### src/rtl/cm_timer_pkg.sv
`timescale 1ns/1ps
package cm_timer_pkg;
  typedef struct packed {
    logic run;
    logic inv_en;
    logic out_en;
  } cm_ctl_t;
endpackage

### src/rtl/cm_timer_regs.sv
`timescale 1ns/1ps
module cm_timer_regs
  import cm_timer_pkg::*;
#(
  parameter int CNT_W = 8
) (
  input  logic             clk,
  input  logic             rst,
  input  logic             cmp_we,
  input  logic [CNT_W-1:0] cmp_wdata,
  input  logic             ctl_we,
  input  cm_ctl_t          ctl_wdata,
  output logic [CNT_W-1:0] cmp_q,
  output cm_ctl_t          ctl_q
);
  // Compare value is live: no shadow copy, used at the next comparison.
  always_ff @(posedge clk) begin
    if (rst) begin
      cmp_q <= '0;
      ctl_q <= '0;
    end else begin
      if (cmp_we) cmp_q <= cmp_wdata;
      if (ctl_we) ctl_q <= ctl_wdata;
    end
  end
endmodule

### src/rtl/cm_timer_counter.sv
`timescale 1ns/1ps
module cm_timer_counter #(
  parameter int CNT_W = 8
) (
  input  logic             clk,
  input  logic             rst,
  input  logic             run,
  input  logic             tick,
  input  logic [CNT_W-1:0] cmp,
  output logic             hit,
  output logic             irq_q,
  output logic [CNT_W-1:0] cnt_q
);
  always_comb hit = run && tick && (cnt_q == cmp);

  always_ff @(posedge clk) begin
    if (rst) begin
      cnt_q <= '0;
      irq_q <= 1'b0;
    end else begin
      irq_q <= hit;
      if (!run || hit) cnt_q <= '0;
      else if (tick)   cnt_q <= cnt_q + 1'b1;
    end
  end
endmodule

### src/rtl/cm_timer_outff.sv
`timescale 1ns/1ps
module cm_timer_outff (
  input  logic clk,
  input  logic rst,
  input  logic hit,
  input  logic inv_en,
  input  logic force_we,
  input  logic lvl_set,
  input  logic lvl_clr,
  input  logic out_en,
  output logic ff_q,
  output logic pin
);
  logic force_hi, force_lo;

  always_comb begin
    force_hi = force_we && lvl_set && !lvl_clr;
    force_lo = force_we && lvl_clr && !lvl_set;
  end

  // Software force has priority over a same-edge inversion.
  always_ff @(posedge clk) begin
    if (rst)                 ff_q <= 1'b0;
    else if (force_hi)       ff_q <= 1'b1;
    else if (force_lo)       ff_q <= 1'b0;
    else if (hit && inv_en)  ff_q <= ~ff_q;
  end

  always_comb pin = ff_q && out_en;
endmodule

### src/rtl/cm_toggle_timer.sv
`timescale 1ns/1ps
module cm_toggle_timer
  import cm_timer_pkg::*;
#(
  parameter int CNT_W = 8
) (
  input  logic             clk,
  input  logic             rst,
  input  logic             tick_en,
  input  logic             cmp_we,
  input  logic [CNT_W-1:0] cmp_wdata,
  input  logic             ctl_we,
  input  logic             ctl_run,
  input  logic             ctl_inv_en,
  input  logic             ctl_out_en,
  input  logic             ctl_lvl_set,
  input  logic             ctl_lvl_clr,
  output logic             tmr_out,
  output logic             match_irq
);
  cm_ctl_t          ctl_wdata, ctl_q;
  logic [CNT_W-1:0] cmp_q, cnt_q;
  logic             hit, ff_q;
  logic             run_q, inv_en_q, out_en_q;

  always_comb begin
    ctl_wdata.run    = ctl_run;
    ctl_wdata.inv_en = ctl_inv_en;
    ctl_wdata.out_en = ctl_out_en;
    run_q    = ctl_q.run;
    inv_en_q = ctl_q.inv_en;
    out_en_q = ctl_q.out_en;
  end

  cm_timer_regs #(.CNT_W(CNT_W)) u_regs (
    .clk(clk), .rst(rst),
    .cmp_we(cmp_we), .cmp_wdata(cmp_wdata),
    .ctl_we(ctl_we), .ctl_wdata(ctl_wdata),
    .cmp_q(cmp_q), .ctl_q(ctl_q)
  );

  cm_timer_counter #(.CNT_W(CNT_W)) u_cnt (
    .clk(clk), .rst(rst),
    .run(run_q), .tick(tick_en), .cmp(cmp_q),
    .hit(hit), .irq_q(match_irq), .cnt_q(cnt_q)
  );

  cm_timer_outff u_off (
    .clk(clk), .rst(rst),
    .hit(hit), .inv_en(inv_en_q),
    .force_we(ctl_we), .lvl_set(ctl_lvl_set), .lvl_clr(ctl_lvl_clr),
    .out_en(out_en_q),
    .ff_q(ff_q), .pin(tmr_out)
  );
endmodule

### config.mk
export PLATFORM = sky130hd
export DESIGN_NAME = cm_toggle_timer
export DESIGN_NICKNAME = d
export VERILOG_FILES = /design/src/rtl/cm_timer_pkg.sv /design/src/rtl/cm_timer_regs.sv /design/src/rtl/cm_timer_counter.sv /design/src/rtl/cm_timer_outff.sv /design/src/rtl/cm_toggle_timer.sv
export SDC_FILE = /design/constraint.sdc
export NUM_CORES = 1
export LEC_CHECK = 0
export BUFFER_PORTS_ARGS = -buffer_cell sky130_fd_sc_hd__buf_2
export CAP_MARGIN = 10
export CORE_ASPECT_RATIO = 0.8
export CORE_MARGIN = 2
export CORE_UTILIZATION = 40
export CTS_BUF_LIST = sky130_fd_sc_hd__clkbuf_8
export CTS_CLUSTER_SIZE = 16
export DETAILED_ROUTE_END_ITERATION = 8
export PLACE_DENSITY = 0.68
export SETUP_SLACK_MARGIN = 0.1
export SYNTH_ARGS = -nofsm -noshare
export SYNTH_HDL_FRONTEND = slang
export SYNTH_SLANG_ARGS = --single-unit
### constraint.sdc
create_clock -name clk -period 2.6 [get_ports clk]
set_clock_uncertainty 0.15 [all_clocks]
set_input_delay 0.26 -clock clk [delete_from_list [all_inputs] [get_ports clk]]
set_output_delay 0.26 -clock clk [all_outputs]
set_load 0.02 [all_outputs]
== Yosys cells after proc, flatten, opt, wreduce, memory -nomap -nowiden ==
Index checks and enable logic that the tools add are counted.
Word-level totals
  output and inout port bits: 2
  flip-flop bits (word level): 21
  word-level logic and storage cells: 27
  bits of input ports: 18
Cells by class
  mux-type cells: 3
  equal/unequal tests: 1
  $add $sub $neg: 1
  reductions and logical operators: 14
  bitwise operators: 1
Operators by type and width (count)
  adder 8 x 1 -> 8 bit, second input constant: 1
  == test 8 bit: 1
  logical AND 1 bit: 8
  zero test 1 bit: 3
  2-to-1 mux 1 bit: 3
  nonzero test 3 bit: 1
  OR reduction 2 bit: 1
  logical OR 1 bit: 1
  NOT 1 bit: 1

== Depth between registers and ports, before layout ==
  depth in word-level cells: 6
  depth in mapped cells: 5
  depth with buffers taken out: 5

== Hierarchy ==
Synthesis repeated with hierarchy kept, for this count alone.
Second synthesis, totals
  cell total of the unflattened synthesis: 95
  area, all modules: 943.4 sq um
By module, submodules not included
  cm_timer_counter: sequential area each 180.2 sq um, area each 479.2 sq um, cells an instance 51, instances 1
  cm_timer_regs: sequential area each 220.2 sq um, area each 387.9 sq um, cells an instance 35, instances 1
  cm_timer_outff: sequential area each 20.0 sq um, area each 76.3 sq um, cells an instance 9, instances 1

== Worst setup path after synthesis ==
Ideal clock, no wire load.
  path type: reg2reg
  start: reg u_cnt.cnt_q[3]
  end: reg u_off.ff_q
  path buffers: 0
  setup slack: 666 ps
  data required time: 2334 ps
  period minus slack after synthesis: 1934 ps
  arrival time: 1668 ps
  setup time: 116 ps
  cell stages (with the launch flop): 5
  cell sequence: dfxtp_1 xor2_1 or4b_4 or4_1 and3_1
Between the ends
  longest elaborated chain between the ends: 4
RTL lines
  from (decl): line cm_timer_counter.sv:12  | output logic [CNT_W-1:0] cnt_q
  from (signal assigned): line cm_timer_counter.sv:23  | else if (tick) cnt_q <= cnt_q + 1'b1;
  == test 8 bit: line cm_timer_counter.sv:14  | always_comb hit = run && tick && (cnt_q == cmp);
  logical AND 1 bit: line cm_timer_counter.sv:14
  logical AND 1 bit: line cm_timer_outff.sv:26  | else if (hit && inv_en) ff_q <= ~ff_q;
  nonzero test 3 bit (no line)
  to (signal assigned): line cm_timer_outff.sv:26
  to (decl): line cm_timer_outff.sv:11  | output logic ff_q,
No other way between the ends.
A chain may end at the register's enable or synchronous reset.

== Worst setup path in the final report ==
  start: reg u_cnt.cnt_q[2]
  end: reg u_cnt.cnt_q[7]
Between the ends
  longest elaborated chain between the ends: 4
  elaborated cells between the ends (all ways): 5
  classes of those cells: add/sub (1); eq/ne (1); reduce/logical (3)
RTL lines
  parallel branches: the longest is 4 deep, another holds adder 8 x 1 -> 8 bit
Several ways; the timed one is not identified.

==> metrics.cfg <==
[run_status]
status=finished, final reports clean

[floorplan]
die_y_um=47.6
start_util=0.434
ios=20
die_w_um=58.6
core_area_mm2=0.00220
dieArea_mm2=0.00279
num_rows=15

[global_route]
grt_pass1_wl_mm=3.22
grt_pass1_vias=763
antenna_found_initial=0
grt_overflow=0
grt_start_max_net_pins=13
grt_use_total=0.163

[clock_tree]
clkTransAtPathRegs_ps=70
cts_tree=done
cts_root_buf=clkbuf_8
cts_resized=0
cts_buffers=3
cts_setup_buffers=0
clk_latency_ps=260
clkSinkCount=21
htree_levels=1
ctsLongestPathBuffers=2
hold_buffers=0

[critical_path]
cp.required_ps=2580
rrSetupSlack_ps=520
path_cells=xor2_1, or4b_4, o311ai_2, nor2_1
worst_setup_path_end_kind=flip-flop
critical_path_arrival_ps=2060
cp_slowest_stage_delay_ps=570
crit_slowest_cell=o311ai_2
critPathMaxFanout=8
r2r_start=u_cnt.cnt_q[2]
r2r_end=u_cnt.cnt_q[7]
path_class=flip-flop to flip-flop
r2r_cells=4
cp-start-kind=flip-flop

[synth]
async_flop_share=0
synth_nets=121
synth_top_cell_by_area=dfxtp_1
seq_area_frac_synth=0.442
synth_edf_count=0
syn_inst=102
syn_avg_cell_area_um2=9.33
synth-seq-cells=21
syn-cell-area_um2=952
yosysMostFrequentCell=nor2_1
synth_cell_types=25
ys.flop_type=dfxtp_1
yosysWarnings=0
synth_area_leaders=dfxtp_1 (44%), mux2i_1 (13%), nor2_1 (8.7%), xor2_1 (7.4%), xnor2_1 (6.4%)
yosysTopAreaCellShare=0.442
synth_top_cells_by_count=nor2_1 (22), dfxtp_1 (21), mux2i_1 (12)

[pwr]
power_density_mw_per_mm2=551
p_leak_nw=0.489
peakVddDrop_uv=461

[worst_hold_path]
holdPathEnd=u_regs.cmp_q[2]
hold_path_depth=3
hold_start=cmp_wdata[2]
hold_class=input port to flip-flop

[finish]
diodes=0
areaGrowthSynthToFinish_pct=16.4
nNetsFinal=141
fillers=222
drive_gt1_frac=0.207

[routing]
post_drt_via_cell_ratio=5.12
num_vias=747
drt_iter0_drc=6
finalWirelength_mm=1.83
antenna_left=0
avgRoutedWirePerCell_um=12.5
route.detailed.drc=0
first_pass_iters=3

[place]
placement.io_buffers=19
dpl.hpwl_mm=1.44
gp_congestion=0.835
place_ws_ps=538

[timing]
drv_slew=0
fin_crit_ps=2080
fmax_ghz=0.481
worst_pin_slew_ps=599
hold_viol_final=0
rsz0062_at_grt=no
final.period_utilization=0.799
setup_viol=0
setup_ws_ps=522
finalSetupTns_ps=0
max_slew_margin=0.600

[flow_run]
cap_violations=0

[stage by stage]
| stage | utilization | instance area [um^2] | power, W | std cells | hold WS, ps |
|---|---|---|---|---|---|
| after floorplan | - | 952 | 0.000388 | 102 | 182 |
| after global placement | 0.484 | 1060 | 0.000407 | 142 | 319 |
| after detailed placement | 0.484 | 1060 | 0.000410 | 142 | 351 |
| after CTS | 0.505 | 1110 | 0.000622 | 146 | 78.2 |
| after global routing | 0.505 | 1110 | 0.000644 | 146 | 99.9 |
| final | 0.505 | 1110 | 0.000611 | 146 | 83.1 |
[power breakdown]
part / total (W) / switching [W] / internal [W]
combinational: 0.0000614 / 0.0000310 / 0.0000303
clock: 0.000209 / 0.000102 / 0.000107
sequential: 0.000341 / 0.00000832 / 0.000333
[metal layers]
metal / global-route usage / up-vias / part of all wire / wire [um]
met2: 0.299 / 18 / 0.49 / 889
met4: 0.0698 / 0 / 0.013 / 23
li1: - / 381 / - / -
met5: 0 / - / 0 / 0
met3: 0.0568 / 4 / 0.057 / 104
met1: 0.175 / 344 / 0.44 / 813
[critical path, delay by kind of cell (launching register included)]
family | cells | cell delay, ps
AOI/OAI and AO/OA | 1 | 570
DFF | 1 | 450
xor gates and xnor gates | 1 | 120
and+or+nand+nor | 2 | 650
[placed cells by master (no fill, tap or decap)]
cell and count:
a221oi_1 1, and2_1 1, and3_1 2, buf_2 19, clkbuf_8 3, clkinv_2 1, dfxtp_1 21, ha_1 1
inv_1 1, mux2i_1 12, nand2_1 7, nand3_1 1, nand3b_1 1, nand4_1 3, nor2_1 22, nor2b_1 1
nor3_1 1, nor4_1 1, nor4b_1 1, o21ai_0 2, o311ai_2 1, or3_1 1, or4_1 1, or4b_4 1
xnor2_1 7, xor2_1 8
[flip-flops by register name, indices dropped and copies added, names as in the netlist]
register,flops
u_cnt.cnt_q,8
u_regs.cmp_q,8
u_off.ff_q,1
u_cnt.irq_q,1
u_regs.ctl_q,3
[cell families after synthesis]
kind of cell / count (synthesis) / synth area share
AO/OA/AOI/OAI: 4 / 0.0368
XOR/XNOR: 15 / 0.138
buffers and inverters: 5 / 0.0210
multiplexers: 12 / 0.126
adder cells (fa/ha/maj): 1 / 0.0131
flip-flops: 21 / 0.442
AND/OR/NAND/NOR: 44 / 0.223
[final cells by class]
class                      instances  area, um^2  share of cell area
multi-input combinational         76         512               0.462
sequential                        21         420               0.379
clock inverter                     1        5.00             0.00451
clock buffer                       3        41.3              0.0372
tap                               25        31.3              0.0282
timing repair buffer              19        95.1              0.0858
inverter                           1        3.75             0.00339
[how the worst max path moves through the flow]
stage,from,endpoint,slack (ps),depth (start not counted)
3_3_place_gp,u_cnt.cnt_q[2],u_cnt.cnt_q[0],550,4
4_1_cts,u_cnt.cnt_q[2],u_cnt.cnt_q[7],520,4
5_1_grt,u_cnt.cnt_q[2],u_cnt.cnt_q[4],380,4
3_5_place_dp,u_cnt.cnt_q[2],u_cnt.cnt_q[7],540,4
2_1_floorplan,u_cnt.cnt_q[3],u_off.ff_q,670,4
6_report,u_cnt.cnt_q[2],u_cnt.cnt_q[7],520,4
No activity file was read; power rests on OpenSTA's default activity.
